==> src/rtl/gpio_port_pkg.sv <==
package gpio_port_pkg;

  typedef enum logic [1:0] {
    TRIG_NONE  = 2'd0,
    TRIG_LEVEL = 2'd1,
    TRIG_EDGE  = 2'd2,
    TRIG_BOTH  = 2'd3
  } trig_e;

  // packed so that {ie, pol, trig, dir, en} matches write bits {6, 4:0}
  typedef struct packed {
    logic  irq_en;
    logic  pol;
    trig_e trig;
    logic  dir_out;
    logic  en;
  } pin_cfg_t;

  localparam int unsigned WIN_SHIFT = 5;
  localparam logic [WIN_SHIFT-1:0] OFS_CFG  = 5'h00;
  localparam logic [WIN_SHIFT-1:0] OFS_DEB  = 5'h04;
  localparam logic [WIN_SHIFT-1:0] OFS_IN   = 5'h08;
  localparam logic [WIN_SHIFT-1:0] OFS_OCTL = 5'h0C;
  localparam logic [WIN_SHIFT-1:0] OFS_OVAL = 5'h10;
  localparam logic [WIN_SHIFT-1:0] OFS_CLR  = 5'h14;

endpackage

==> src/rtl/gpio_in_filter.sv <==
module gpio_in_filter #(
  parameter int unsigned DEB_W = 8
) (
  input  logic             clk_i,
  input  logic             rst_ni,
  input  logic             pad_i,
  input  logic [DEB_W-1:0] thr_i,
  output logic             level_o
);

  logic [1:0]       sync_q;
  logic [DEB_W-1:0] cnt_q;
  logic             lvl_q;
  logic             samp;

  assign samp    = sync_q[1];
  assign level_o = lvl_q;

  always_ff @(posedge clk_i or negedge rst_ni) begin
    if (!rst_ni) sync_q <= '0;
    else         sync_q <= {sync_q[0], pad_i};
  end

  // accept after thr+1 consecutive mismatching samples; thr=0 is one cycle
  always_ff @(posedge clk_i or negedge rst_ni) begin
    if (!rst_ni) begin
      cnt_q <= '0;
      lvl_q <= 1'b0;
    end else if (samp == lvl_q) begin
      cnt_q <= '0;
    end else if (cnt_q >= thr_i) begin
      lvl_q <= samp;
      cnt_q <= '0;
    end else begin
      cnt_q <= cnt_q + 1'b1;
    end
  end

  AST_DEB_FOLLOWS_SYNC: assert property (@(posedge clk_i) disable iff (!rst_ni)
    !$stable(lvl_q) |-> (lvl_q == $past(samp)));

endmodule

==> src/rtl/gpio_trig_det.sv <==
module gpio_trig_det
  import gpio_port_pkg::*;
(
  input  logic  clk_i,
  input  logic  rst_ni,
  input  logic  level_i,
  input  trig_e trig_i,
  input  logic  pol_i,
  input  logic  clr_i,
  output logic  pend_o
);

  logic prev_q;
  logic pend_q;
  logic rise, fall, hit;

  assign rise   = level_i & ~prev_q;
  assign fall   = ~level_i & prev_q;
  assign pend_o = pend_q;

  always_comb begin
    unique case (trig_i)
      TRIG_LEVEL: hit = (level_i == pol_i);
      TRIG_EDGE:  hit = pol_i ? rise : fall;
      TRIG_BOTH:  hit = rise | fall;
      default:    hit = 1'b0;
    endcase
  end

  // clear wins over a same-cycle hit; level re-arms on the next cycle
  always_ff @(posedge clk_i or negedge rst_ni) begin
    if (!rst_ni) begin
      prev_q <= 1'b0;
      pend_q <= 1'b0;
    end else begin
      prev_q <= level_i;
      pend_q <= clr_i ? 1'b0 : (pend_q | hit);
    end
  end

  AST_PEND_HOLD: assert property (@(posedge clk_i) disable iff (!rst_ni)
    (pend_q && !clr_i) |=> pend_q);

  AST_CLR_DROPS: assert property (@(posedge clk_i) disable iff (!rst_ni)
    clr_i |=> !pend_q);

  AST_NONE_QUIET: assert property (@(posedge clk_i) disable iff (!rst_ni)
    (trig_i == TRIG_NONE && !pend_q) |=> !pend_q);

endmodule

==> src/rtl/gpio_port.sv <==
module gpio_port
  import gpio_port_pkg::*;
#(
  parameter int unsigned NUM_PINS = 8,
  parameter int unsigned ADDR_W   = 12,
  parameter int unsigned DATA_W   = 32,
  parameter int unsigned DEB_W    = 8
) (
  input  logic                clk_i,
  input  logic                rst_ni,
  input  logic                req_i,
  input  logic                we_i,
  input  logic [ADDR_W-1:0]   addr_i,
  input  logic [DATA_W-1:0]   wdata_i,
  output logic [DATA_W-1:0]   rdata_o,
  input  logic [NUM_PINS-1:0] pad_i,
  output logic [NUM_PINS-1:0] pad_o,
  output logic [NUM_PINS-1:0] pad_oe_o,
  output logic                irq_o
);

  localparam int unsigned IDX_W = ADDR_W - WIN_SHIFT;
  localparam logic [ADDR_W-1:0] STATUS_ADDR = ADDR_W'(12'h100);

  logic [IDX_W-1:0]     win_idx;
  logic [WIN_SHIFT-1:0] reg_ofs;
  logic                 win_hit;
  logic                 wr_en;
  logic                 rd_en;

  pin_cfg_t             cfg_w  [NUM_PINS];
  logic [DEB_W-1:0]     thr_w  [NUM_PINS];
  logic [NUM_PINS-1:0]  flt_w;
  logic [NUM_PINS-1:0]  oval_w;
  logic [NUM_PINS-1:0]  lvl_w;
  logic [NUM_PINS-1:0]  pend_w;
  logic [NUM_PINS-1:0]  irq_vec;
  logic [DATA_W-1:0]    rd_word;
  logic                 unused_wdata;

  assign win_idx      = addr_i[ADDR_W-1:WIN_SHIFT];
  assign reg_ofs      = addr_i[WIN_SHIFT-1:0];
  assign win_hit      = (win_idx < IDX_W'(NUM_PINS));
  assign wr_en        = req_i & we_i;
  assign rd_en        = req_i & ~we_i;
  assign unused_wdata = ^wdata_i;

  for (genvar i = 0; i < NUM_PINS; i++) begin : g_pin
    pin_cfg_t         cfg_q;
    logic [DEB_W-1:0] thr_q;
    logic             flt_q, oval_q;
    logic             wr_sel, clr;

    assign wr_sel = wr_en && win_hit && (win_idx == IDX_W'(i));
    assign clr    = wr_sel && (reg_ofs == OFS_CLR) && wdata_i[0];

    always_ff @(posedge clk_i or negedge rst_ni) begin
      if (!rst_ni) begin
        cfg_q  <= '0;
        thr_q  <= '0;
        flt_q  <= 1'b0;
        oval_q <= 1'b0;
      end else if (wr_sel) begin
        unique case (reg_ofs)
          OFS_CFG:  cfg_q  <= pin_cfg_t'({wdata_i[6], wdata_i[4:0]});
          OFS_DEB:  thr_q  <= wdata_i[DEB_W-1:0];
          OFS_OCTL: flt_q  <= wdata_i[0];
          OFS_OVAL: oval_q <= wdata_i[0];
          default: ;
        endcase
      end
    end

    gpio_in_filter #(.DEB_W(DEB_W)) u_filt (
      .clk_i   (clk_i),
      .rst_ni  (rst_ni),
      .pad_i   (pad_i[i]),
      .thr_i   (thr_q),
      .level_o (lvl_w[i])
    );

    gpio_trig_det u_det (
      .clk_i   (clk_i),
      .rst_ni  (rst_ni),
      .level_i (lvl_w[i]),
      .trig_i  (cfg_q.trig),
      .pol_i   (cfg_q.pol),
      .clr_i   (clr),
      .pend_o  (pend_w[i])
    );

    assign cfg_w[i]    = cfg_q;
    assign thr_w[i]    = thr_q;
    assign flt_w[i]    = flt_q;
    assign oval_w[i]   = oval_q;
    assign pad_o[i]    = oval_q;
    assign pad_oe_o[i] = cfg_q.en & cfg_q.dir_out & ~flt_q;
    assign irq_vec[i]  = pend_w[i] & cfg_q.irq_en & cfg_q.en;
  end

  assign irq_o = |irq_vec;

  always_comb begin
    rd_word = '0;
    if (addr_i == STATUS_ADDR) begin
      rd_word[NUM_PINS-1:0] = pend_w;
    end else begin
      for (int i = 0; i < NUM_PINS; i++) begin
        if (win_hit && win_idx == IDX_W'(i)) begin
          unique case (reg_ofs)
            OFS_CFG:  rd_word = DATA_W'({cfg_w[i].irq_en, 1'b0, cfg_w[i].pol,
                                         cfg_w[i].trig, cfg_w[i].dir_out, cfg_w[i].en});
            OFS_DEB:  rd_word = DATA_W'(thr_w[i]);
            OFS_IN:   rd_word = DATA_W'(lvl_w[i]);
            OFS_OCTL: rd_word = DATA_W'(flt_w[i]);
            OFS_OVAL: rd_word = DATA_W'(oval_w[i]);
            default:  rd_word = '0;
          endcase
        end
      end
    end
  end

  always_ff @(posedge clk_i or negedge rst_ni) begin
    if (!rst_ni)    rdata_o <= '0;
    else if (rd_en) rdata_o <= rd_word;
  end

  AST_STATUS_UPPER: assert property (@(posedge clk_i) disable iff (!rst_ni)
    (rd_en && addr_i == STATUS_ADDR) |=> ((rdata_o >> NUM_PINS) == '0));

  AST_IRQ_SOURCE: assert property (@(posedge clk_i) disable iff (!rst_ni)
    irq_o |-> (|pend_w));

  AST_OE_NEEDS_EN: assert property (@(posedge clk_i) disable iff (!rst_ni)
    (wr_en && win_hit && reg_ofs == OFS_OCTL && wdata_i[0]) |=> (pad_oe_o[win_idx[$clog2(NUM_PINS)-1:0]] == 1'b0));

endmodule

==> config.mk <==
export PLATFORM = sky130hd
export DESIGN_NAME = gpio_port
export DESIGN_NICKNAME = d
export VERILOG_FILES = /design/src/rtl/gpio_port_pkg.sv /design/src/rtl/gpio_in_filter.sv /design/src/rtl/gpio_trig_det.sv /design/src/rtl/gpio_port.sv
export SDC_FILE = /design/constraint.sdc
export NUM_CORES = 1
export LEC_CHECK = 0
export CAP_MARGIN = 0
export CORE_ASPECT_RATIO = 2
export CORE_MARGIN = 5
export CORE_UTILIZATION = 62
export CTS_BUF_LIST = sky130_fd_sc_hd__clkbuf_8
export DETAILED_ROUTE_END_ITERATION = 10
export DONT_BUFFER_PORTS = 1
export PLACE_DENSITY = 0.78
export SYNTH_ARGS = -nofsm -noshare
export SYNTH_HDL_FRONTEND = slang
export SYNTH_SLANG_ARGS = --single-unit
==> constraint.sdc <==
create_clock -name clk_i -period 2.22 [get_ports clk_i]
set_input_delay 0.444 -clock clk_i [delete_from_list [all_inputs] [get_ports clk_i]]
set_output_delay 0.444 -clock clk_i [all_outputs]
set_load 0.02 [all_outputs]
==> metrics <==
status=finished, violations left; failing checks=hold timing; layout cells sized above 1=0.207; via count=9836; setup_tns=0 ns; Ys Warns=0; hpwl dp=25.7 mm; Synth Area per Inst=10.7 µm²; CTS Hold Bufs=8; P_leak=6.95 nW; Worst setup EP type=primary output; # port buffers=0; startpoint types=flop; # diodes=0; CP Max Fanout=3; Clock transition at path regs=0.07 ns; Synth area leader=dfrtp_1; CTS tree=yes; Pwr Density=561 mW/mm²; final instance area=0.0146 mm²; WS Path Type=reg2out; Peak VDD IR=434 µV; fin crit share=0.983; first-pass detailed-route iteration total=5; share of the synthesized area in the top cell type=0.451; total grt overflow=0; vias per inst=6.16; Die H=217 µm; Gate Count Post-Synth=1241; # setup viols final=0; library cells used by synthesis=68; slew at the pin with the worst max-slew slack=0.806 ns; clk_skew=0.0297 ns; Tot GR Track Use=0.294; clock share of power=0.407; Arr. time, crit path=1.74 ns; commonest non-fill, non-tap cells in the layout=239 x dfrtp_1, 134 x mux2_2, 114 x nor2_1; HP Class=in2async; Post-synth EDFFs=0; initial drt markers=712; synth top area cells=dfrtp_1 45%, mux2_2 11%, ha_1 8.3%, nor2_1 3.2%, xor2_1 3.0%; final net count=1447; CTS max path bufs=3; post-synthesis sequential area ratio=0.451; clk_lat worst skew=0.54 ns; Fmax=0.458 GHz; initial antenna violation count=0; # H-tree levels=2; data required time of the worst path=1.78 ns; synth-to-layout area growth=9.61%; hold slack final=-0.399 ns; FP Rows=76; CTS root buf=clkbuf_8; Net Sw Power=1.93 mW; synthesized flop and latch total=240; I/O pin cnt=105; Seq pwr share=0.553; max_cap viols=0; FFs w/ async S/R, synth=1.00; RSZ-0062 raised after global routing=false; Starting Density=0.622; Final ANT Viol Nets=0; Core Area=0.0214 mm²; switch share=0.236; Int Pwr=6.25 mW; die area=0.0247 mm²; Synth Flop Type=dfrtp_1; Post-Syn Area=0.0133 mm²; crit path time final=2.18 ns; total power=8.18 mW; Placer Congestion=1.03; Rel. slew slack=0.457; number of global-route vias before repair=10300; CTS sink count=240; first-pass GRT wire length=55.9 mm; TritonCTS buffer count=35; die width=114 µm; Post-DP Area=0.0138 mm²; Final Hold Viols=240; Slew Limit Fails=0; routed len/inst=22.1 µm; Post-Route WL=35.3 mm; pin count of the biggest net entering global routing=241; most common cell after layout, fill and taps aside=dfrtp_1; drt drc=0; Logic pwr share=0.040
-- timing repair --
action	in CTS	in global routing
hold endpoints to repair	248	240
resized for setup	5	11
endpoints found under the setup margin	1	57
pin swaps	2	1
buffers inserted	2	2
-- kinds of logic (layout without fill, tap and decap cells) --
kind of cell	count (synthesis)	count (layout)	synth area share
adders and majority gates	88	88	0.0827
other	1	24	0.000282
and+or+nand+nor	328	328	0.130
xor gates and xnor gates	64	64	0.0421
AOI/OAI and AO/OA	207	207	0.106
buffers and inverters	156	215	0.0567
muxes	157	157	0.131
DFF	240	240	0.451
-- routing by layer --
metal / track usage / up-vias / share of wire
met4: 0.238 / 0 / 0.097
li1: - / 4435 / -
met3: 0.0559 / 165 / 0.061
met5: 0 / - / 0
met2: 0.507 / 381 / 0.50
met1: 0.304 / 4855 / 0.34
-- critical path: stages, from the launching register on --
cell	delay, ns
dfrtp_2	0.46
and3_4	0.22
a31oi_2	0.20
nand4_1	0.33
-- per-stage QoR --
stage                     utilization  instances  hold slack (ns)  worst slack, ns
after floorplan                     -       1264            0.148            0.233
after global placement          0.645       1527            0.155           0.0613
after detailed placement        0.645       1527            0.156           0.0450
after CTS                       0.680       1594           -0.416          0.00264
after global routing            0.682       1596           -0.417           0.0136
final                           0.682       1596           -0.399           0.0379
-- cells in the mapped netlist, types with 16 or more instances --
cell type,n
o21ai_0,37
dfrtp_1,240
nand2_1,69
xnor2_1,18
a21oi_1,37
buf_4,36
a21o_1,19
mux2_2,134
nor2_1,114
a22oi_1,16
and3_1,19
inv_1,90
nand3_1,51
ha_1,88
nand2b_1,18
mux2i_1,20
xor2_1,46
-- power by group through the flow --
stage	logic [mW]	registers, mW	clock network, mW
floorplan	0.291	4.58	0
global placement	0.298	4.60	0
detailed placement	0.306	4.60	0
CTS	0.325	4.52	3.41
global route	0.355	4.53	3.60
finish	0.330	4.52	3.33
-- cell type report --
type / count / area, µm²
Fill cell: 1645 / 6800
Multi-Input combinational cell: 868 / 6690
Sequential cell: 240 / 6010
Timing Repair Buffer: 68 / 581
Clock buffer: 41 / 564
Tap cell: 273 / 342
Inverter: 90 / 338
Clock inverter: 16 / 72.6
-- registers in the layout, indices dropped and copies added, names as in the netlist --
register and count:
g_pin.u_filt.level_o 8, rdata_o 8, cfg_w 48, g_pin.flt_q 8, g_pin.oval_q 8, g_pin.u_det.prev_q 8
g_pin.thr_q 64, g_pin.u_filt.sync_q 16, g_pin.u_det.pend_o 8, g_pin.u_filt.cnt_q 64
-- path summary, 6_finish.rpt --
kind	startpoint	to	slack [ns]	depth (start not counted)
max	g_pin[3].u_det.pend_o	irq_o	0.04	3
min	rst_ni	g_pin[5].u_filt.cnt_q[2]	-0.40	0
max reg2reg	g_pin[5].u_filt.cnt_q[5]	g_pin[5].u_filt.cnt_q[7]	0.17	7
min reg2reg	g_pin[0].u_filt.sync_q[0]	g_pin[0].u_filt.sync_q[1]	0.35	0
max in group asynchronous	rst_ni	g_pin[0].u_filt.cnt_q[3]	1.95	0
min in group clk_i	wdata_i[7]	g_pin[0].thr_q[7]	0.05	2
(Power assumes the default switching activity.)
